==> src/rtl/afg_pkg.sv <==
package afg_pkg;
  // Strobes delivered to the downstream shifter.
  typedef struct packed {
    logic bit_en;
    logic frame_start;
  } afg_strobe_t;
endpackage

==> src/rtl/afg_bit_div.sv <==
// Divides the oversampling clock into bit periods of (ratio + 1) cycles.
module afg_bit_div #(
  parameter int DW = 8
) (
  input  logic          clk,
  input  logic          rst,
  input  logic          run,
  input  logic [DW-1:0] ratio,
  output logic          bit_first,
  output logic          bit_last,
  output logic          level
);
  localparam int HW = DW + 1;

  logic [DW-1:0] cnt;
  logic [HW-1:0] half;

  assign half      = HW'(({1'b0, ratio} + HW'(1)) >> 1);
  assign bit_first = run && (cnt == '0);
  assign bit_last  = run && (cnt == ratio);
  assign level     = run && ({1'b0, cnt} < half);

  always_ff @(posedge clk) begin
    if (rst || !run) begin
      cnt <= '0;
    end else if (bit_last) begin
      cnt <= '0;
    end else begin
      cnt <= cnt + 1'b1;
    end
  end
endmodule

==> src/rtl/afg_frame_div.sv <==
// Counts bit periods into frames of (len + 1) bits; word select low first.
module afg_frame_div #(
  parameter int DW = 8
) (
  input  logic          clk,
  input  logic          rst,
  input  logic          run,
  input  logic          step,
  input  logic [DW-1:0] len,
  output logic          pos_first,
  output logic          pos_last,
  output logic          level
);
  localparam int HW = DW + 1;

  logic [DW-1:0] pos;
  logic [HW-1:0] bits;
  logic [HW-1:0] low_bits;

  assign bits      = {1'b0, len} + HW'(1);
  assign low_bits  = bits - (bits >> 1);
  assign pos_first = run && (pos == '0);
  assign pos_last  = run && (pos == len);
  assign level     = run && ({1'b0, pos} >= low_bits);

  always_ff @(posedge clk) begin
    if (rst || !run) begin
      pos <= '0;
    end else if (step) begin
      if (pos_last) pos <= '0;
      else          pos <= pos + 1'b1;
    end
  end
endmodule

==> src/rtl/afg_edge_sync.sv <==
// Two-flop synchronizer followed by an edge detector; FALLING picks the edge.
module afg_edge_sync #(
  parameter bit FALLING = 1'b0
) (
  input  logic clk,
  input  logic rst,
  input  logic pin,
  output logic pulse
);
  logic s1, s2, s3;

  always_ff @(posedge clk) begin
    if (rst) begin
      s1 <= 1'b0;
      s2 <= 1'b0;
      s3 <= 1'b0;
    end else begin
      s1 <= pin;
      s2 <= s1;
      s3 <= s2;
    end
  end

  generate
    if (FALLING) begin : g_fall
      assign pulse = s3 && !s2;
    end else begin : g_rise
      assign pulse = s2 && !s3;
    end
  endgenerate
endmodule

==> src/rtl/aud_frame_gen.sv <==
module aud_frame_gen
  import afg_pkg::*;
#(
  parameter int DW = 8
) (
  input  logic          clk,
  input  logic          rst,
  input  logic          master_en,
  input  logic [DW-1:0] bclk_ratio,
  input  logic [DW-1:0] frame_len,
  input  logic          bclk_in,
  output logic          bclk_out,
  output logic          bclk_oe,
  input  logic          wsel_in,
  output logic          wsel_out,
  output logic          wsel_oe,
  output logic          bit_en,
  output logic          frame_start
);
  logic          running;
  logic [DW-1:0] act_ratio;
  logic [DW-1:0] act_len;
  logic          b_first, b_last, b_level;
  logic          f_first, f_last, f_level;
  logic          load;
  logic          s_bit, s_frame;
  afg_strobe_t   m_strb, s_strb, strb;

  // Shadow the divider fields at frame boundaries, or before the first frame.
  assign load = !running || (b_last && f_last);

  always_ff @(posedge clk) begin
    if (rst) begin
      running   <= 1'b0;
      act_ratio <= '0;
      act_len   <= '0;
    end else begin
      running <= master_en;
      if (load) begin
        act_ratio <= bclk_ratio;
        act_len   <= frame_len;
      end
    end
  end

  afg_bit_div #(.DW(DW)) u_bit (
    .clk(clk), .rst(rst), .run(running), .ratio(act_ratio),
    .bit_first(b_first), .bit_last(b_last), .level(b_level)
  );

  afg_frame_div #(.DW(DW)) u_frame (
    .clk(clk), .rst(rst), .run(running), .step(b_last), .len(act_len),
    .pos_first(f_first), .pos_last(f_last), .level(f_level)
  );

  afg_edge_sync #(.FALLING(1'b0)) u_bsync (
    .clk(clk), .rst(rst), .pin(bclk_in), .pulse(s_bit)
  );

  afg_edge_sync #(.FALLING(1'b1)) u_wsync (
    .clk(clk), .rst(rst), .pin(wsel_in), .pulse(s_frame)
  );

  assign m_strb.bit_en      = b_first;
  assign m_strb.frame_start = b_first && f_first;
  assign s_strb.bit_en      = s_bit;
  assign s_strb.frame_start = s_frame;
  assign strb               = master_en ? m_strb : s_strb;

  assign bit_en      = strb.bit_en;
  assign frame_start = strb.frame_start;
  assign bclk_oe     = running;
  assign wsel_oe     = running;
  assign bclk_out    = b_level;
  assign wsel_out    = f_level;
endmodule

==> config.mk <==
export PLATFORM = sky130hd
export DESIGN_NAME = aud_frame_gen
export DESIGN_NICKNAME = d
export VERILOG_FILES = /design/src/rtl/afg_pkg.sv /design/src/rtl/afg_bit_div.sv /design/src/rtl/afg_frame_div.sv /design/src/rtl/afg_edge_sync.sv /design/src/rtl/aud_frame_gen.sv
export SDC_FILE = /design/constraint.sdc
export NUM_CORES = 1
export LEC_CHECK = 0
export ABC_AREA = 1
export BUFFER_PORTS_ARGS = -buffer_cell sky130_fd_sc_hd__buf_2
export CAP_MARGIN = 0
export CORE_MARGIN = 2
export CORE_UTILIZATION = 31
export DETAILED_ROUTE_END_ITERATION = 7
export SLEW_MARGIN = 20
export SYNTH_ARGS = -nofsm -noshare
export SYNTH_HDL_FRONTEND = slang
export SYNTH_SLANG_ARGS = --single-unit
==> constraint.sdc <==
create_clock -name clk -period 5.97 [get_ports clk]
set_clock_uncertainty 0.15 [all_clocks]
set_input_delay 1.194 -clock clk [delete_from_list [all_inputs] [get_ports clk]]
set_output_delay 1.194 -clock clk [all_outputs]
set_load 0.005 [all_outputs]
After elaboration in Yosys (flattened, before gate mapping)
Cells that the tools add are included.
{"block": "word_totals", "regBits": 39, "output_inout_bits": 6}
{"block": "op_classes", "n_addsub": 5, "n_lt_le_gt_ge": 2, "n_eq_ne": 2, "muxes": 2, "reduce_logical": 18}
{"operator": "$add A8 B1 Y9 const B", "count": 2}
{"operator": "$add A8 B1 Y8 const B", "count": 2}
{"operator": "$eq A8 B8 Y1", "count": 2}
{"operator": "$logic_not A8 Y1", "count": 2}
{"operator": "$logic_and A1 B1 Y1", "count": 10}
{"operator": "$ge A8 B9 Y1", "count": 1}
{"operator": "$sub A9 B8 Y9", "count": 1}
{"operator": "$lt A8 B8 Y1", "count": 1}
{"operator": "$mux W8", "count": 1}
{"operator": "$logic_not A1 Y1", "count": 3}
{"operator": "$logic_or A1 B1 Y1", "count": 2}
{"operator": "$mux W2", "count": 1}
{"operator": "$reduce_or A2 Y1", "count": 1}

Longest topological paths before layout
{"block": "logic_depth", "depth_word": 4, "mapped_depth": 23, "ltp_nobuf": 23}

Hierarchy
A second synthesis with hierarchy kept.
{"block": "hier_totals", "hier_cells": 459, "hier_area_um2": 3109.2}
{"module": "afg_frame_div", "n_inst": 1, "cells_per_inst": 209, "area_per_inst_um2": 1330.0, "seq_area_each_um2": 160.2}
{"module": "aud_frame_gen", "n_inst": 1, "cells_per_inst": 115, "area_per_inst_um2": 827.0, "seq_area_each_um2": 340.3}
{"module": "afg_bit_div", "n_inst": 1, "cells_per_inst": 114, "area_per_inst_um2": 773.2, "seq_area_each_um2": 160.2}
{"module": "afg_edge_sync at u_wsync", "n_inst": 1, "cells_per_inst": 11, "area_per_inst_um2": 92.6, "seq_area_each_um2": 60.1}
{"module": "afg_edge_sync at u_bsync", "n_inst": 1, "cells_per_inst": 10, "area_per_inst_um2": 86.3, "seq_area_each_um2": 60.1}

Worst setup path before layout
Ideal clock, no wire load.
{"block": "synth_path", "path_type": "reg-to-output", "start": "register act_len[0]", "end": "output port wsel_out", "arrival_time_ns": 2.719, "setup_slack_ns": 1.907, "stages_incl_launch_ff": 22, "n_path_buf": 0, "path_cell_list": "dfxtp_1 -> ha_1 -> nand2_2 -> inv_2 -> nor2_1 -> inv_1 -> ha_1 -> nand2_1 -> nor2_1 -> a211oi_1 -> nor2_1 -> nand2_1 -> nand2_2 -> xor2_1 -> ha_1 -> nand2_1 -> o21bai_1 -> nand2_1 -> nand2_1 -> nand2_1 -> o21ai_0 -> nor2_2"}
{"block": "synth_via", "elab_chain_cells": 4}
{"element": "start: declaration", "line_no": "aud_frame_gen.sv:22", "source": "logic [DW-1:0] act_len;"}
{"element": "start signal: assignment", "line_no": "aud_frame_gen.sv:41", "source": "act_len <= frame_len;"}
{"element": "$add A8 B1 Y9", "line_no": "afg_frame_div.sv:20", "source": "assign bits = {1'b0, len} + HW'(1);"}
{"element": "$sub A9 B8 Y9", "line_no": "afg_frame_div.sv:21", "source": "assign low_bits = bits - (bits >> 1);"}
{"element": "$ge A8 B9 Y1", "line_no": "afg_frame_div.sv:24", "source": "assign level = run && ({1'b0, pos} >= low_bits);"}
{"element": "$logic_and A1 B1 Y1", "line_no": "afg_frame_div.sv:24"}
{"element": "end: declaration", "line_no": "aud_frame_gen.sv:15", "source": "output logic wsel_out,"}
Every way passes these cells.

Final worst setup path
Same ends and word-level chain as after synthesis.

==> results.toml <==
[outcome]
status = "finished, final reports clean"

[power_and_ir_drop]
power_density_mw_per_mm2 = 192
ir_worst_vdd_uv = 126
p_leak_nw = 1.50
p_total_mw = 0.635

[worst_setup_path]
cp_top_family = "simple AND/OR/NAND/NOR gates"
crit_path_end_kind = "output pin"
worst-path-buf-inv = 3
r2r_setup_slack_ps = 3970
crit_required_ps = 4630
reg2reg_from = "bclk_oe"
startpoint_type = "register"
crit_start = "act_len[0]"
r2r_cells = 9
slowest_delay_ps = 380
crit_arrival_ps = 3450
crit_top_cell = "nand2_1"
path_cells = "ha_1 > nand2_2 > inv_2 > nor2_1 > inv_1 > ha_1 > nand2_1 > nor2_1 > a211oi_1 > nor2_1 > nand2_1 > nand2_2 > xor2_1 > ha_1 > nand2_1 > o21bai_1 > nand2_1 > nand2_1 > nand2_1 > o21ai_0 > nor2_2 > buf_2"
slowest_stage = "dfxtp_1"
worstPathMaxFanout = 6
cp.depth = 22
path_class = "register to output pin"

[clock_tree]
h-tree-depth = 2
numCtsBuffers = 5
root_buffer = "clkbuf_8"
clock-sinks = 39
clk_latency_ps = 290
cts_tree = "done"
cts_resized = 0
postCtsHoldBufs = 0
post_cts_buffers = 0
clkSlewWorstSetupHoldPaths_ps = 80
clock_path_buffers = 2

[place]
gp_congestion = 0.877
place_ws_ps = 1450
dp.cells = 577
portBuffers = 26
hpwl_um = 5330

[floorplanning]
coreArea_mm2 = 0.00924
rows = 35
initial_core_util = 0.320
die_x_um = 102
die_height_um = 102
dieArea_mm2 = 0.0103
io_pins = 27

[grt]
grt_max_degree = 28
grt_pass1_vias = 2438
grt_pass1_wl_um = 11100
grtUsageTotal = 0.131
antenna_found_initial = 0
gr-total-overflow = 0

[synth]
synth.area.top_cells = "dfxtp_1 (26%), ha_1 (12%), nand2_1 (9.4%)"
yosys.area.top_type_share = 0.264
synthMostInstantiatedCell = "nand2_1"
synth_edf_count = 0
synth_nets = 478
ys_top_cells_by_count = "nand2_1 (74), inv_1 (53), nor2_1 (44), dfxtp_1 (39), a21oi_1 (30)"
synth_area_mm2 = 0.00296
synth.ff_latch_count = 39
ys.flop_type = "dfxtp_1"
yosysWarnings = 0
yosysUniqueCellTypes = 36
synthArstFlopShare = 0
avgSynthCellArea_um2 = 6.91
syn_inst = 428
ys_seq_area_frac = 0.264
synth_area_leader_cell = "dfxtp_1"

[routing]
dr.pass1.iters = 4
via_per_inst = 4.67
first_iter_violations = 110
final_antenna_net_count = 0
wl_um = 6460
drc = 0
wl_per_cell_um = 11.0
vias = 2734

[job]
cap_viol_max_count = 0

[timing]
hold_viol = 0
final.min_clock_period_ps = 4790
slew_headroom = 0.666
final.period_utilization = 0.803
tns_ps = 0
fmax_ghz = 0.209
setup_slack_ps = 1180
rsz0062_at_grt = "no"
worst_pin_slew_ps = 501
finalSetupViolations = 0
drv_slew = 0

[final_layout]
drive_above_1_share = 0.154
finalNonFillerCells = 585
nFillCells = 991
finalNetCount = 505
antenna_cells = 0
syn_to_final_growth_pct = 11.7

[worst_hold_path]
whs_path_depth = 2
hp-start = "u_wsync.s1"
hold_path_class = "register to register"
==> placed cells by master (no fill, tap or decap), types with 6 or more instances in the layout <==
| cell type | instances |
|---|---|
| o21ai_0 | 22 |
| clkbuf_8 | 6 |
| buf_2 | 26 |
| dfxtp_1 | 39 |
| a21oi_1 | 30 |
| nand4_1 | 11 |
| inv_1 | 53 |
| nor2_1 | 44 |
| nand2_1 | 74 |
| inv_2 | 6 |
| nor3_1 | 8 |
| ha_1 | 28 |
| xor2_1 | 18 |
| nand2_2 | 17 |
| nand3_1 | 26 |
| xnor2_1 | 6 |
==> worst reg2reg max path: cells and delay by family (launching register included) <==
family / cells / cell delay (ps)
flops: 1 / 620
compound gates: 2 / 240
simple gates: 5 / 590
buf+inv: 2 / 300
==> worst paths after layout <==
check                     to
hold reg to reg   u_wsync.s2
setup reg to reg  act_len[6]
hold / removal    u_wsync.s2
setup / recovery    wsel_out
==> layer usage <==
layer,GRT usage,vias up,part of all wire
met5,0,-,0
met3,0.0152,8,0.031
met4,0.0385,0,0.015
met2,0.210,47,0.46
li1,-,1462,-
met1,0.186,1217,0.50
==> stage by stage <==
| step | utilization | cell area, um2 | hold slack (ps) |
|---|---|---|---|
| 3_3_place_gp | 0.347 | 3210 | 245 |
| 3_5_place_dp | 0.347 | 3210 | 248 |
| 6_report | 0.358 | 3300 | 257 |
| 4_1_cts | 0.358 | 3300 | 261 |
| 2_1_floorplan | - | 2960 | 238 |
| 5_1_grt | 0.358 | 3300 | 277 |
==> power by group <==
| group | total, mW | leakage, nW | internal [mW] | switching (mW) |
|---|---|---|---|---|
| Sequential | 0.285 | 0.320 | 0.270 | 0.0145 |
| Combinational | 0.158 | 1.13 | 0.0643 | 0.0933 |
| Clock | 0.193 | 0.0516 | 0.0945 | 0.0983 |
| Total | 0.635 | 1.50 | 0.429 | 0.206 |
==> flip-flops by register name (all words and copies together), names as in the netlist <==
| signal | cells |
|---|---|
| act_len | 8 |
| act_ratio | 8 |
| u_bit.cnt | 8 |
| u_frame.pos | 8 |
| bclk_oe | 1 |
| u_bsync.s1 | 1 |
| u_bsync.s2 | 1 |
| u_bsync.s3 | 1 |
| u_wsync.s1 | 1 |
| u_wsync.s2 | 1 |
| u_wsync.s3 | 1 |
==> final cells by class <==
class | instances | area [um2] | area share
inverters | 61 | 231 | 0.0700
repair buffers | 26 | 130 | 0.0394
clock buffers | 6 | 82.6 | 0.0250
flip-flops and latches | 39 | 781 | 0.236
well taps | 129 | 161 | 0.0488
multi-input cells | 322 | 1900 | 0.576
clock inverters | 2 | 13.8 | 0.00417
==> cell families (layout without fill, tap and decap cells) <==
kind of cell	count (synthesis)	count (layout)	synth area share
DFF	39	39	0.264
buffers and inverters	67	95	0.0926
adders and majority gates	29	29	0.125
and+or+nand+nor	203	203	0.328
AOI/OAI and AO/OA	66	66	0.119
xor gates and xnor gates	24	24	0.0710
No activity file was read; power rests on OpenSTA's default activity.
